<file path="src/rtl/gpio_pkg.sv">
package gpio_pkg;

  localparam int REG_COUNT  = 13;
  localparam int KIND_COUNT = 4;
  localparam int KIND_RISE  = 0;
  localparam int KIND_FALL  = 1;
  localparam int KIND_HIGH  = 2;
  localparam int KIND_LOW   = 3;

  typedef enum logic [3:0] {
    SEL_IN_VAL    = 4'd0,
    SEL_IN_EN     = 4'd1,
    SEL_OUT_EN    = 4'd2,
    SEL_OUT_VAL   = 4'd3,
    SEL_RISE_EN   = 4'd4,
    SEL_FALL_EN   = 4'd5,
    SEL_HIGH_EN   = 4'd6,
    SEL_LOW_EN    = 4'd7,
    SEL_RISE_PEND = 4'd8,
    SEL_FALL_PEND = 4'd9,
    SEL_HIGH_PEND = 4'd10,
    SEL_LOW_PEND  = 4'd11,
    SEL_OUT_INV   = 4'd12,
    SEL_NONE      = 4'd15
  } regSel_e;

  typedef struct packed {
    logic                  wrInEn;
    logic                  wrOutEn;
    logic                  wrOutVal;
    logic                  wrOutInv;
    logic [KIND_COUNT-1:0] wrIrqEn;
    logic [KIND_COUNT-1:0] clrPend;
    logic                  rdEn;
    regSel_e               rdSel;
  } gpioStrobe_t;

endpackage

</file>
<file path="src/rtl/gpio_ctrl.sv">
module gpio_ctrl
  import gpio_pkg::*;
#(
  parameter int ADDR_W = 6
) (
  input  logic              busReq,
  input  logic              busWe,
  input  logic [ADDR_W-1:0] busAddr,
  output gpioStrobe_t       strobe
);

  localparam int IDX_W = ADDR_W - 2;

  logic [IDX_W-1:0] wordIdx;
  logic             hit;
  logic             wrHit;
  regSel_e          sel;
  logic             unusedAddrBits;

  assign unusedAddrBits = ^busAddr[1:0];
  assign wordIdx        = busAddr[ADDR_W-1:2];
  assign hit            = wordIdx < IDX_W'(REG_COUNT);
  assign sel            = hit ? regSel_e'(wordIdx[3:0]) : SEL_NONE;
  assign wrHit          = busReq & busWe & hit;

  always_comb begin
    strobe          = '0;
    strobe.rdEn     = busReq & ~busWe & hit;
    strobe.rdSel    = sel;
    strobe.wrInEn   = wrHit && (sel == SEL_IN_EN);
    strobe.wrOutEn  = wrHit && (sel == SEL_OUT_EN);
    strobe.wrOutVal = wrHit && (sel == SEL_OUT_VAL);
    strobe.wrOutInv = wrHit && (sel == SEL_OUT_INV);
    for (int k = 0; k < KIND_COUNT; k++) begin
      strobe.wrIrqEn[k] = wrHit && (sel == regSel_e'(4'(int'(SEL_RISE_EN) + k)));
      strobe.clrPend[k] = wrHit && (sel == regSel_e'(4'(int'(SEL_RISE_PEND) + k)));
    end
  end

endmodule

</file>
<file path="src/rtl/gpio_pend_bank.sv">
module gpio_pend_bank #(
  parameter int WIDTH      = 32,
  parameter bit RESET_ONES = 1'b0
) (
  input  logic             clk,
  input  logic             rstN,
  input  logic [WIDTH-1:0] setVec,
  input  logic [WIDTH-1:0] clrVec,
  output logic [WIDTH-1:0] pend
);

  // Set has priority over a write-one clear in the same cycle.
  always_ff @(posedge clk or negedge rstN) begin
    if (!rstN) pend <= RESET_ONES ? '1 : '0;
    else       pend <= (pend & ~clrVec) | setVec;
  end

endmodule

</file>
<file path="src/rtl/gpio_dp.sv">
module gpio_dp
  import gpio_pkg::*;
#(
  parameter int NUM_PINS = 32,
  parameter int DATA_W   = 32
) (
  input  logic                clk,
  input  logic                rstN,
  input  gpioStrobe_t         strobe,
  input  logic [DATA_W-1:0]   wrData,
  input  logic [NUM_PINS-1:0] padIn,
  output logic [DATA_W-1:0]   rdData,
  output logic [NUM_PINS-1:0] padOut,
  output logic [NUM_PINS-1:0] padOe,
  output logic                irqReq
);

  logic [NUM_PINS-1:0] wrPins;
  logic [NUM_PINS-1:0] inEn, outEn, outVal, outInv;
  logic [NUM_PINS-1:0] syncA, syncB, curIn, prevIn;
  logic [NUM_PINS-1:0] irqEn   [KIND_COUNT];
  logic [NUM_PINS-1:0] pendVec [KIND_COUNT];
  logic [NUM_PINS-1:0] setVec  [KIND_COUNT];
  logic [NUM_PINS-1:0] clrVec  [KIND_COUNT];
  logic [NUM_PINS-1:0] anyHit;
  logic [NUM_PINS-1:0] rdVal;

  assign wrPins = wrData[NUM_PINS-1:0];

  // configuration registers
  always_ff @(posedge clk or negedge rstN) begin
    if (!rstN) begin
      inEn   <= '0;
      outEn  <= '0;
      outVal <= '0;
      outInv <= '0;
    end else begin
      if (strobe.wrInEn)   inEn   <= wrPins;
      if (strobe.wrOutEn)  outEn  <= wrPins;
      if (strobe.wrOutVal) outVal <= wrPins;
      if (strobe.wrOutInv) outInv <= wrPins;
    end
  end

  always_ff @(posedge clk or negedge rstN) begin
    if (!rstN) begin
      for (int k = 0; k < KIND_COUNT; k++) irqEn[k] <= '0;
    end else begin
      for (int k = 0; k < KIND_COUNT; k++)
        if (strobe.wrIrqEn[k]) irqEn[k] <= wrPins;
    end
  end

  // two-stage input synchronizer and previous-sample register
  always_ff @(posedge clk or negedge rstN) begin
    if (!rstN) begin
      syncA  <= '0;
      syncB  <= '0;
      prevIn <= '0;
    end else begin
      syncA  <= padIn;
      syncB  <= syncA;
      prevIn <= curIn;
    end
  end

  assign curIn = syncB & inEn;

  always_comb begin
    setVec[KIND_RISE] = curIn & ~prevIn;
    setVec[KIND_FALL] = ~curIn & prevIn;
    setVec[KIND_HIGH] = curIn;
    setVec[KIND_LOW]  = ~curIn;
    for (int k = 0; k < KIND_COUNT; k++)
      clrVec[k] = strobe.clrPend[k] ? wrPins : '0;
  end

  for (genvar k = 0; k < KIND_COUNT; k++) begin : g_bank
    gpio_pend_bank #(
      .WIDTH     (NUM_PINS),
      .RESET_ONES(k == KIND_LOW)
    ) u_bank (
      .clk   (clk),
      .rstN  (rstN),
      .setVec(setVec[k]),
      .clrVec(clrVec[k]),
      .pend  (pendVec[k])
    );
  end

  always_comb begin
    anyHit = '0;
    for (int k = 0; k < KIND_COUNT; k++) anyHit |= irqEn[k] & pendVec[k];
  end
  assign irqReq = |anyHit;

  assign padOut = outVal ^ outInv;
  assign padOe  = outEn;

  always_comb begin
    case (strobe.rdSel)
      SEL_IN_VAL:    rdVal = curIn;
      SEL_IN_EN:     rdVal = inEn;
      SEL_OUT_EN:    rdVal = outEn;
      SEL_OUT_VAL:   rdVal = outVal;
      SEL_RISE_EN:   rdVal = irqEn[KIND_RISE];
      SEL_FALL_EN:   rdVal = irqEn[KIND_FALL];
      SEL_HIGH_EN:   rdVal = irqEn[KIND_HIGH];
      SEL_LOW_EN:    rdVal = irqEn[KIND_LOW];
      SEL_RISE_PEND: rdVal = pendVec[KIND_RISE];
      SEL_FALL_PEND: rdVal = pendVec[KIND_FALL];
      SEL_HIGH_PEND: rdVal = pendVec[KIND_HIGH];
      SEL_LOW_PEND:  rdVal = pendVec[KIND_LOW];
      SEL_OUT_INV:   rdVal = outInv;
      default:       rdVal = '0;
    endcase
    rdData = strobe.rdEn ? DATA_W'(rdVal) : '0;
  end

endmodule

</file>
<file path="src/rtl/gpio_irq_ctrl.sv">
module gpio_irq_ctrl
  import gpio_pkg::*;
#(
  parameter int NUM_PINS = 32,
  parameter int DATA_W   = 32,
  parameter int ADDR_W   = 6
) (
  input  logic                clk,
  input  logic                rstN,
  input  logic                busReq,
  input  logic                busWe,
  input  logic [ADDR_W-1:0]   busAddr,
  input  logic [DATA_W-1:0]   busWdata,
  output logic [DATA_W-1:0]   busRdata,
  input  logic [NUM_PINS-1:0] padIn,
  output logic [NUM_PINS-1:0] padOut,
  output logic [NUM_PINS-1:0] padOe,
  output logic                irqOut
);

  gpioStrobe_t strobe;

  gpio_ctrl #(.ADDR_W(ADDR_W)) u_ctrl (
    .busReq (busReq),
    .busWe  (busWe),
    .busAddr(busAddr),
    .strobe (strobe)
  );

  gpio_dp #(.NUM_PINS(NUM_PINS), .DATA_W(DATA_W)) u_dp (
    .clk   (clk),
    .rstN  (rstN),
    .strobe(strobe),
    .wrData(busWdata),
    .padIn (padIn),
    .rdData(busRdata),
    .padOut(padOut),
    .padOe (padOe),
    .irqReq(irqOut)
  );

endmodule

</file>
<file path="config.mk">
export PLATFORM = sky130hd
export DESIGN_NAME = gpio_irq_ctrl
export DESIGN_NICKNAME = d
export VERILOG_FILES = /design/src/rtl/gpio_pkg.sv /design/src/rtl/gpio_ctrl.sv /design/src/rtl/gpio_pend_bank.sv /design/src/rtl/gpio_dp.sv /design/src/rtl/gpio_irq_ctrl.sv
export SDC_FILE = /design/constraint.sdc
export NUM_CORES = 1
export LEC_CHECK = 0
export ABC_AREA = 0
export BUFFER_PORTS_ARGS = -buffer_cell sky130_fd_sc_hd__buf_2
export CAP_MARGIN = 15
export CORE_MARGIN = 2
export CORE_UTILIZATION = 25
export DETAILED_ROUTE_END_ITERATION = 6
export SLEW_MARGIN = 20
export SYNTH_ARGS = -nofsm -noshare
export SYNTH_HDL_FRONTEND = slang
export SYNTH_SLANG_ARGS = --single-unit
</file>
<file path="constraint.sdc">
create_clock -name clk -period 1.4 [get_ports clk]
set_input_delay 0.07 -clock clk [delete_from_list [all_inputs] [get_ports clk]]
set_output_delay 0.07 -clock clk [all_outputs]
set_load 0.05 [all_outputs]
</file>
After elaboration in Yosys (flattened, before gate mapping). Cells that the tools add are included.

Magnitude comparators: 1. Equality and inequality tests: 12. Muxes and demuxes: 7. Bitwise logic cells: 30. Reduce and logical (&&, ||, !) cells: 14.

Operators with widths (count): case mux 32 bit (13 select lines) (1); bitwise AND 32 bit (11); bitwise OR 32 bit (7); NOT 32 bit (6); 2-to-1 mux 32 bit (5); OR reduction 32 bit (1); bitwise XOR 32 bit (1); == test 4 bit, second input constant (5); == test 4 x 3 -> 1 bit, second input constant (4); logical AND 1 bit (12); == test 4 x 2 -> 1 bit, second input constant (2); bitwise AND 1 bit (4); == test 4 x 1 -> 1 bit, second input constant (1); logical NOT 4 bit (1); less-than comparator 4 bit, second input constant (1); 2-to-1 mux 4 bit (1); NOT 1 bit (1).

Flip-flop bits (word level): 480.

Longest topological paths before layout. Gate-level depths: netlist of the first run.

Word-level depth: 8. Depth in mapped cells: 8. Gate-level depth less buffers: 5.

Modules after synthesis. From an unflattened synthesis of the first run, not the netlist that was laid out.

Cells, all modules: 1798. Area, all modules: 21876.0 um2.

Modules (own cells, without submodules): gpio_dp (instances 1, cells each 1385, area each 16968.8 um2); gpio_pend_bank (u_dp.g_bank[0].u_bank ...) (instances 3, cells each 96, area each 1161.1 um2); gpio_pend_bank (u_dp.g_bank[3].u_bank) (instances 1, cells each 96, area each 1201.2 um2); gpio_ctrl (instances 1, cells each 29, area each 222.7 um2).

Worst setup path after synthesis of the first run. OpenSTA, ideal clock, no wires.

Kind: input -> output. From: input busAddr[5]. To: output busRdata[29]. Arrival: 2.048 ns. Data required time: 1.330 ns. Path slack: -0.718 ns. Stages: 6. Path buffers: 2. Cells stage by stage: buf_4 > or4_1 > buf_2 > o21ai_0 > a221oi_1 > a31oi_1.

Word-level cells in the longest chain between the ends: 5.

RTL lines: start, declared (line gpio_irq_ctrl.sv:12) `input logic [ADDR_W-1:0] busAddr,`; less-than comparator 4 bit (line gpio_ctrl.sv:22) `assign hit = wordIdx < IDX_W'(REG_COUNT);`; 2-to-1 mux 4 bit (line gpio_ctrl.sv:23) `assign sel = hit ? regSel_e'(wordIdx[3:0]) : SEL_NONE;`; == test 4 bit, or another cell as far along (line gpio_dp.sv:101) `case (strobe.rdSel)`; case mux 32 bit (13 select lines) (line gpio_dp.sv:101); 2-to-1 mux 32 bit * (line gpio_dp.sv:117) `rdData = strobe.rdEn ? DATA_W'(rdVal) : '0;`; end, declared (line gpio_irq_ctrl.sv:14) `output logic [DATA_W-1:0] busRdata,`.

Mark *: on every way between the ends. The rest lies on a longest branch, timed or not.

Worst setup path in the final report of the first run.
From: register u_dp.g_bank[2].u_bank.pend[1]. To: output irqOut.

Word-level cells in the longest chain between the ends: 4.

RTL lines: start, declared (line gpio_pend_bank.sv:9) `output logic [WIDTH-1:0] pend`; start signal, assigned (line gpio_pend_bank.sv:14) `if (!rstN) pend <= RESET_ONES ? '1 : '0;`; start signal, assigned (line gpio_pend_bank.sv:15) `else pend <= (pend & ~clrVec) | setVec;`; bitwise AND 32 bit (line gpio_dp.sv:93) `for (int k = 0; k < KIND_COUNT; k++) anyHit |= irqEn[k] & pendVec[k];`; bitwise OR 32 bit (2 in a row) (line gpio_dp.sv:93); OR reduction 32 bit (line gpio_dp.sv:95) `assign irqReq = |anyHit;`; end, declared (line gpio_irq_ctrl.sv:18) `output logic irqOut`.

No other way between the ends.

==> out/qor.yml, run 1 <==
global_route:
  antenna_found_initial: 2
  grt_pass1_wl_um: 128000
  grt_max_degree: 77
  grt_overflow: 0
  grt_pass1_vias: 18467
  grt_use_total_pct: 20.3
yosys:
  synth_top_area_share_pct: 54.7
  synth_warnings: 0
  synth_fp_nets: 1693
  syn-instance-count: 1619
  synth_edf_count: 0
  ys_seq_area_share_pct: 58.8
  synthTopCellsByArea: "dfrtp_1 (55%), mux2_2 (14%), dfstp_2 (4.1%)"
  yosysTopAreaCell: "dfrtp_1"
  async_reset_ff_share_pct: 100
  ys_types: 38
  synth-seq-cells: 480
  syn-cell-area_um2: 20500
  synth_ff_type: "dfrtp_1"
  syn_area_per_cell_um2: 12.7
cts:
  clk_latency_ns: 0.63
  numCtsBuffers: 53
  htreeDepth: 2
  cts_tree: "yes"
  clock_path_buffers: 3
  clock-sinks: 480
  clockRootBuffer: "clkbuf_16"
  clkSlewWorstSetupHoldPaths_ns: 0.06
critical_path:
  critPathArrivalTime_ns: 2.50
  reg2reg_depth: 3
  worstSetupEndpointType: "output port"
  timing.critical_path.from: "u_dp.g_bank[2].u_bank.pend[1]"
  worstSetupPathType: "flip-flop to output port"
  worstReg2RegStart: "u_dp.inEn[22]"
  path_max_fanout: 2
  endpoint: "irqOut"
  worst-r2r-setup-slack_ns: 0.36
  r2r_end: "u_dp.g_bank[1].u_bank.pend[22]"
  required_ns: 1.33
  startpoint_type: "flip-flop"
placed_design:
  numPortBuffers: 168
  pre_cts_ws_ns: -0.695
  place_hpwl_um: 61300
  placed_cell_area_um2: 27700
  gp_congestion: 0.912
power:
  p_leak_nw: 14.0
  swShare_pct: 32.3
  power_density_nw_per_um2: 1420
  p_total_mw: 44.9
  p_sw_mw: 14.5
  p_comb_share_pct: 27.2
  p_int_mw: 30.4
  ir_drop_uv: 980
  power_frac_clock_pct: 32.5
  p_seq_share_pct: 40.3
drt:
  wl_met2_um: 40200
  drtIter0Drc: 1721
  wl_met1_um: 36800
  wl_met3_um: 7450
  post-route-drc-count: 6
  detail_route.wl_per_cell_um: 25.8
  totalWireLength_um: 87700
  first_pass_iters: 7
  ant_nets: 0
  vias: 17490
  drt-vias-per-instance: 5.15
  top_layer: "met5"
timing:
  skew_ns: 0.0265
  period_needed_ns: 2.57
  setup_slack_ns: -1.17
  finalHoldViolCount: 0
  rsz0062_at_grt: "true"
  period_share_pct: 184
  worstMarginPinSlew_ns: 0.891
  setup_viol: 68
  max-slew-margin-rel_pct: 40.6
  drv_slew: 0
  max_clock_freq_mhz: 389
cells_and_area:
  final_area_um2: 31500
  areaGrowthSynthToFinish_pct: 53.7
  drive_gt1_share_pct: 53.0
  nNetsFinal: 2352
  nFillCells: 7733
  final_util_pct: 38.6
floorplan:
  die_w_um: 290
  core_um2: 81700
  die_y_um: 290
  initial_core_util_pct: 25.1
  dieArea_um2: 84300
  io_pins: 171
  std_cell_rows: 105
min_path:
  hp-class: "input pin to flip-flop"
outcome:
  violations: "design-rule violations, negative setup slack"
  status: "complete, but fails checks"
run:
  cap_violations: 0
-- power by group through the flow --
stage	Clock (mW)	Combinational [mW]	Sequential [mW]
CTS	14.8	12.1	18.0
global route	15.4	12.9	18.3
floorplan	0	4.88	18.0
global placement	0	10.7	18.0
detailed placement	0	10.8	18.1
finish	14.6	12.2	18.1
-- placed cells by master, fill, tap and decap left out, drive strengths merged, types with 4 or more instances in the layout --
cell	netlist	routed
a222oi	32	32
buf	73	659
dlygate4sd3	0	65
a22o	86	86
o211ai	8	8
a221oi	74	74
nand4	9	9
clkbuf	54	83
nor4b	4	4
a22oi	75	75
dfrtp	448	448
clkinv	0	11
a31oi	32	32
a21o	73	73
inv	32	36
nand2	221	221
and3	12	12
o21ai	37	37
mux2	256	256
bufinv	0	5
a21boi	7	7
xor2	32	32
dfstp	32	32
-- flip-flops by register name (all words and copies together), names as in the netlist --
register,count
u_dp.g_bank.u_bank.pend,128
u_dp.irqEn,128
u_dp.inEn,32
u_dp.outInv,32
u_dp.outVal,32
u_dp.padOe,32
u_dp.prevIn,32
u_dp.syncA,32
u_dp.syncB,32
-- synth_stat cells (2+ instances only) --
cell type  instances
a21boi_0           7
a21o_1            73
a221oi_1          74
a222oi_1          32
a22o_1            86
a22oi_1           75
a31oi_1           32
and2_1             3
and3_1            12
and4_1             2
and4b_1            2
buf_2             59
buf_4             11
buf_6              3
clkbuf_1          53
dfrtp_1          448
dfstp_2           32
inv_1             32
mux2_1             9
mux2_2           247
nand2_1          221
nand3_1            3
nand4_1            9
nor4_1             3
nor4b_4            3
nor4bb_1           3
o211ai_1           8
o21ai_0           30
o21ai_1            7
xor2_1            32
-- logic make-up (layout without fill, tap and decap cells) --
kind of cell	count (synthesis)	after routing	share of synthesized area, %
buffers and inverters	159	862	3.59
flip-flops	480	480	58.8
XOR/XNOR	32	32	1.37
other	0	1	0
AO/OA/AOI/OAI	424	424	16.2
AND/OR/NAND/NOR	268	268	5.99
multiplexers	256	256	14.1
-- worst max-delay path, cell delays in order, from the launching register on --
cell and delay, ns:
dfrtp_1 0.42, a22o_1 0.26, a221oi_2 0.19, buf_4 0.17
nand4_1 0.14, nor4_4 0.31, nand3_4 0.17, buf_8 0.19
-- stage by stage --
step	setup TNS, ns	hold slack [ns]	instances
CTS	-32.36	0.0595	3382
finish	-29.15	0.0804	3393
detailed placement	-179.14	-0.0230	3214
global placement	-171.72	-0.0245	3214
floorplan	-3.24	-0.226	1619
global route	-32.58	0.0761	3392
-- what timing repair did --
| item | CTS | global route |
|---|---|---|
| cloned | 0 | 4 |
| endpoints found under the hold margin | 876 | 0 |
| buffers inserted | 11 | 10 |
| hold buffers | 66 | 0 |
| setup endpoints to repair | 86 | 122 |
| gates resized for setup | 231 | 59 |
| pin swaps | 77 | 37 |
-- metal layers --
layer,vias up,global-route usage [%]
li1,7356,-
met1,9107,27.1
met2,855,32.2
met3,170,4.76
met4,2,7.46
met5,-,0
-- layout make-up --
class,count,area [µm²],area share (%)
Sequential cell,480,12100,38.3
Multi-Input combinational cell,980,9140,29.0
Tap cell,1070,1340,4.25
Inverter,32,120,0.381
Timing Repair Buffer,731,7040,22.3
Clock buffer,77,1530,4.84
Antenna cell,1,2.50,0.00794
Clock inverter,22,267,0.845
-- worst min path at each step --
stage / start / endpoint / slack [ns] / cells after the start
floorplan: rstN / u_dp.g_bank[0].u_bank.pend[0] / -0.23 / 0
global placement: rstN / u_dp.syncB[0] / -0.02 / 1
detailed placement: rstN / u_dp.syncB[0] / -0.02 / 1
CTS: padIn[6] / u_dp.syncA[6] / 0.06 / 2
global route: padIn[6] / u_dp.syncA[6] / 0.08 / 2
finish: padIn[6] / u_dp.syncA[6] / 0.08 / 2
(Power assumes the default switching activity.)
==> run 2, diff against run 1 <==
--- a/config.mk
+++ b/config.mk
@@ -10,6 +10,7 @@
 export CAP_MARGIN = 15
 export CORE_MARGIN = 2
 export CORE_UTILIZATION = 25
+export CTS_BUF_LIST = sky130_fd_sc_hd__clkbuf_4
 export DETAILED_ROUTE_END_ITERATION = 6
 export SLEW_MARGIN = 20
 export SYNTH_ARGS = -nofsm -noshare
==> out/qor.yml, run 2 (same netlist as run 1, synthesis figures left out) <==
outcome:
  status: "complete, but fails checks"  # unchanged
  violations: "negative setup slack"  # was design-rule violations, negative setup slack
drt:
  ant_nets: 0  # unchanged
  drtIter0Drc: 1707  # was 1721
  vias: 18383  # was 17490
  detail_route.wl_per_cell_um: 24.7  # was 25.8 µm
  drt-vias-per-instance: 5.09  # was 5.15
  first_pass_iters: 6  # was 7
  post-route-drc-count: 0  # was 6
  totalWireLength_um: 89300  # was 87700 µm
critical_path:
  worst-r2r-setup-slack_ns: 0.33  # was 0.36 ns
  startpoint_type: "flip-flop"  # unchanged
  crit_cells: 7  # unchanged
  reg2reg_depth: 3  # unchanged
  critical_path.cell_chain: "a22o_1 > a221oi_2 > buf_4 > nand4_1 > nor4_2 > nand3_2 > buf_6"  # was a22o_1 > a221oi_2 > buf_4 > nand4_1 > nor4_4 > nand3_4 > buf_8
  path_buf_inv: 2  # unchanged
  worstSetupPathType: "flip-flop to output port"  # unchanged
  crit_slowest_cell: "dfrtp_1"  # unchanged
  crit_family: "simple AND/OR/NAND/NOR gates"  # unchanged
  slowest_delay_ns: 0.38  # was 0.42 ns
  required_ns: 1.33  # about the same
  worstSetupEndpointType: "output port"  # unchanged
  path_max_fanout: 2  # unchanged
  critPathArrivalTime_ns: 2.91  # was 2.50 ns
timing:
  finalHoldViolCount: 0  # unchanged
  skew_ns: 0.0491  # was 0.0265 ns
  setup_viol: 97  # was 68
  period_share_pct: 213  # was 184%
  period_needed_ns: 2.98  # was 2.57 ns
  drv_slew: 0  # unchanged
  worstMarginPinSlew_ns: 0.573  # was 0.891 ns
  rsz0062_at_grt: "true"  # unchanged
  max-slew-margin-rel_pct: 61.8  # was 40.6%
  max_clock_freq_mhz: 336  # was 389 MHz
  setup_slack_ns: -1.58  # was -1.17 ns
placed_design:
  place_hpwl_um: 61300  # unchanged
  dpl.cell_count: 3214  # unchanged
  placed_cell_area_um2: 27700  # unchanged
  numPortBuffers: 168  # unchanged
  gp_congestion: 0.912  # unchanged
floorplan:
  die_w_um: 290  # unchanged
  dieArea_um2: 84300  # unchanged
  io_pins: 171  # unchanged
  initial_core_util_pct: 25.1  # unchanged
  std_cell_rows: 105  # unchanged
  core_um2: 81700  # unchanged
  die_y_um: 290  # unchanged
power:
  power_density_nw_per_um2: 1370  # was 1420 nW/µm²
  p_leak_nw: 14.4  # was 14.0 nW
  ir_drop_uv: 815  # was 980 µV
  p_total_mw: 44.4  # was 44.9 mW
global_route:
  antenna_found_initial: 3  # was 2
  grt_pass1_vias: 19571  # was 18467
  grt_use_total_pct: 21.1  # was 20.3%
  grt_max_degree: 77  # unchanged
  grt_overflow: 0  # unchanged
  grt_pass1_wl_um: 131000  # was 128000 µm
cells_and_area:
  final_area_um2: 32300  # was 31500 µm²
  final_cell_mix: "dfrtp_1 (415), buf_4 (388), mux2_2 (247), clkbuf_4 (216), nand2_1 (213)"  # was dfrtp_1 (423), buf_4 (398), mux2_2 (247), nand2_1 (212), buf_12 (91)
  finalNonFillerCells: 3613  # was 3393
  areaGrowthSynthToFinish_pct: 57.7  # was 53.7%
  nNetsFinal: 2507  # was 2352
  reg_top3: "u_dp.g_bank.u_bank.pend x128, u_dp.irqEn x128"  # unchanged
  mostFrequentLayoutCell: "dfrtp_1"  # unchanged
  drive_gt1_share_pct: 54.4  # was 53.0%
cts:
  clock_path_buffers: 3  # unchanged
  htreeDepth: 4  # was 2
  clock-sinks: 480  # unchanged
  clockRootBuffer: "clkbuf_4"  # was clkbuf_16
  clkSlewWorstSetupHoldPaths_ns: 0.07  # was 0.06 ns
  cts_tree: "yes"  # unchanged
  clk_latency_ns: 1.02  # was 0.63 ns
  numCtsBuffers: 135  # was 53
min_path:
  hp-class: "input pin to flip-flop"  # unchanged
  whs_path_depth: 3  # was 2
run:
  cap_violations: 0  # unchanged
[run 2: repair_timing]
action	4_1_cts	5_1_grt
hold buffers	145	0
endpoints found under the hold margin	896	0
gates resized for setup	272	61
pin swaps	76	39
cloned	0	2
setup buffers	9	13
endpoints found under the setup margin	97	127
[run 2: worst min-delay path, cell delays in order]
cell and delay, ns:
dlygate4sd3_1 0.52, buf_2 0.24, mux2_2 0.19
[run 2: per-layer routing]
metal | routed length, µm | global-route usage (%) | vias up
li1 | - | - | 7755
met1 | 36800 | 27.5 | 9486
met2 | 41300 | 33.3 | 924
met3 | 8020 | 5.46 | 216
met4 | 3140 | 8.38 | 2
met5 | 12 | 0 | -
[run 2: path summary, 6_finish.rpt]
kind	from	end
worst max-delay path	u_dp.irqEn[17]	irqOut
worst min-delay path	busWdata[20]	u_dp.irqEn[20]
worst max register to register	u_dp.inEn[22]	u_dp.g_bank[1].u_bank.pend[22]
worst min register to register	u_dp.syncA[5]	u_dp.syncB[5]
max in group asynchronous	rstN	u_dp.g_bank[3].u_bank.pend[29]
min in group asynchronous	rstN	u_dp.outVal[28]
[run 2: power breakdown]
group	switching [mW]	internal, mW	leakage (nW)
combinational	6.31	6.18	7.69
sequential	2.17	16.0	5.67
clock	6.34	7.38	1.07
total	14.8	29.5	14.4
[run 2: final cells by class]
| class | count | area, µm² |
|---|---|---|
| diodes | 8 | 20.0 |
| clock buffers | 211 | 1580 |
| clock inverters | 28 | 206 |
| fillers | 7743 | 49400 |
| inverters | 32 | 120 |
| multi-input cells | 980 | 9130 |
| flip-flops and latches | 480 | 12100 |
| well taps | 1070 | 1340 |
| repair buffers | 804 | 7850 |
[run 2: per-stage QoR]
stage / hold slack, ns / util, % / TNS, ns / setup WS, ns
floorplan: -0.226 / - / -3.24 / -0.185
global placement: -0.0245 / 33.9 / -171.72 / -0.700
detailed placement: -0.0230 / 33.9 / -179.14 / -0.695
CTS: 0.000673 / 39.2 / -70.01 / -1.64
global route: 0.0380 / 39.6 / -69.98 / -1.67
finish: 0.0279 / 39.6 / -64.38 / -1.58
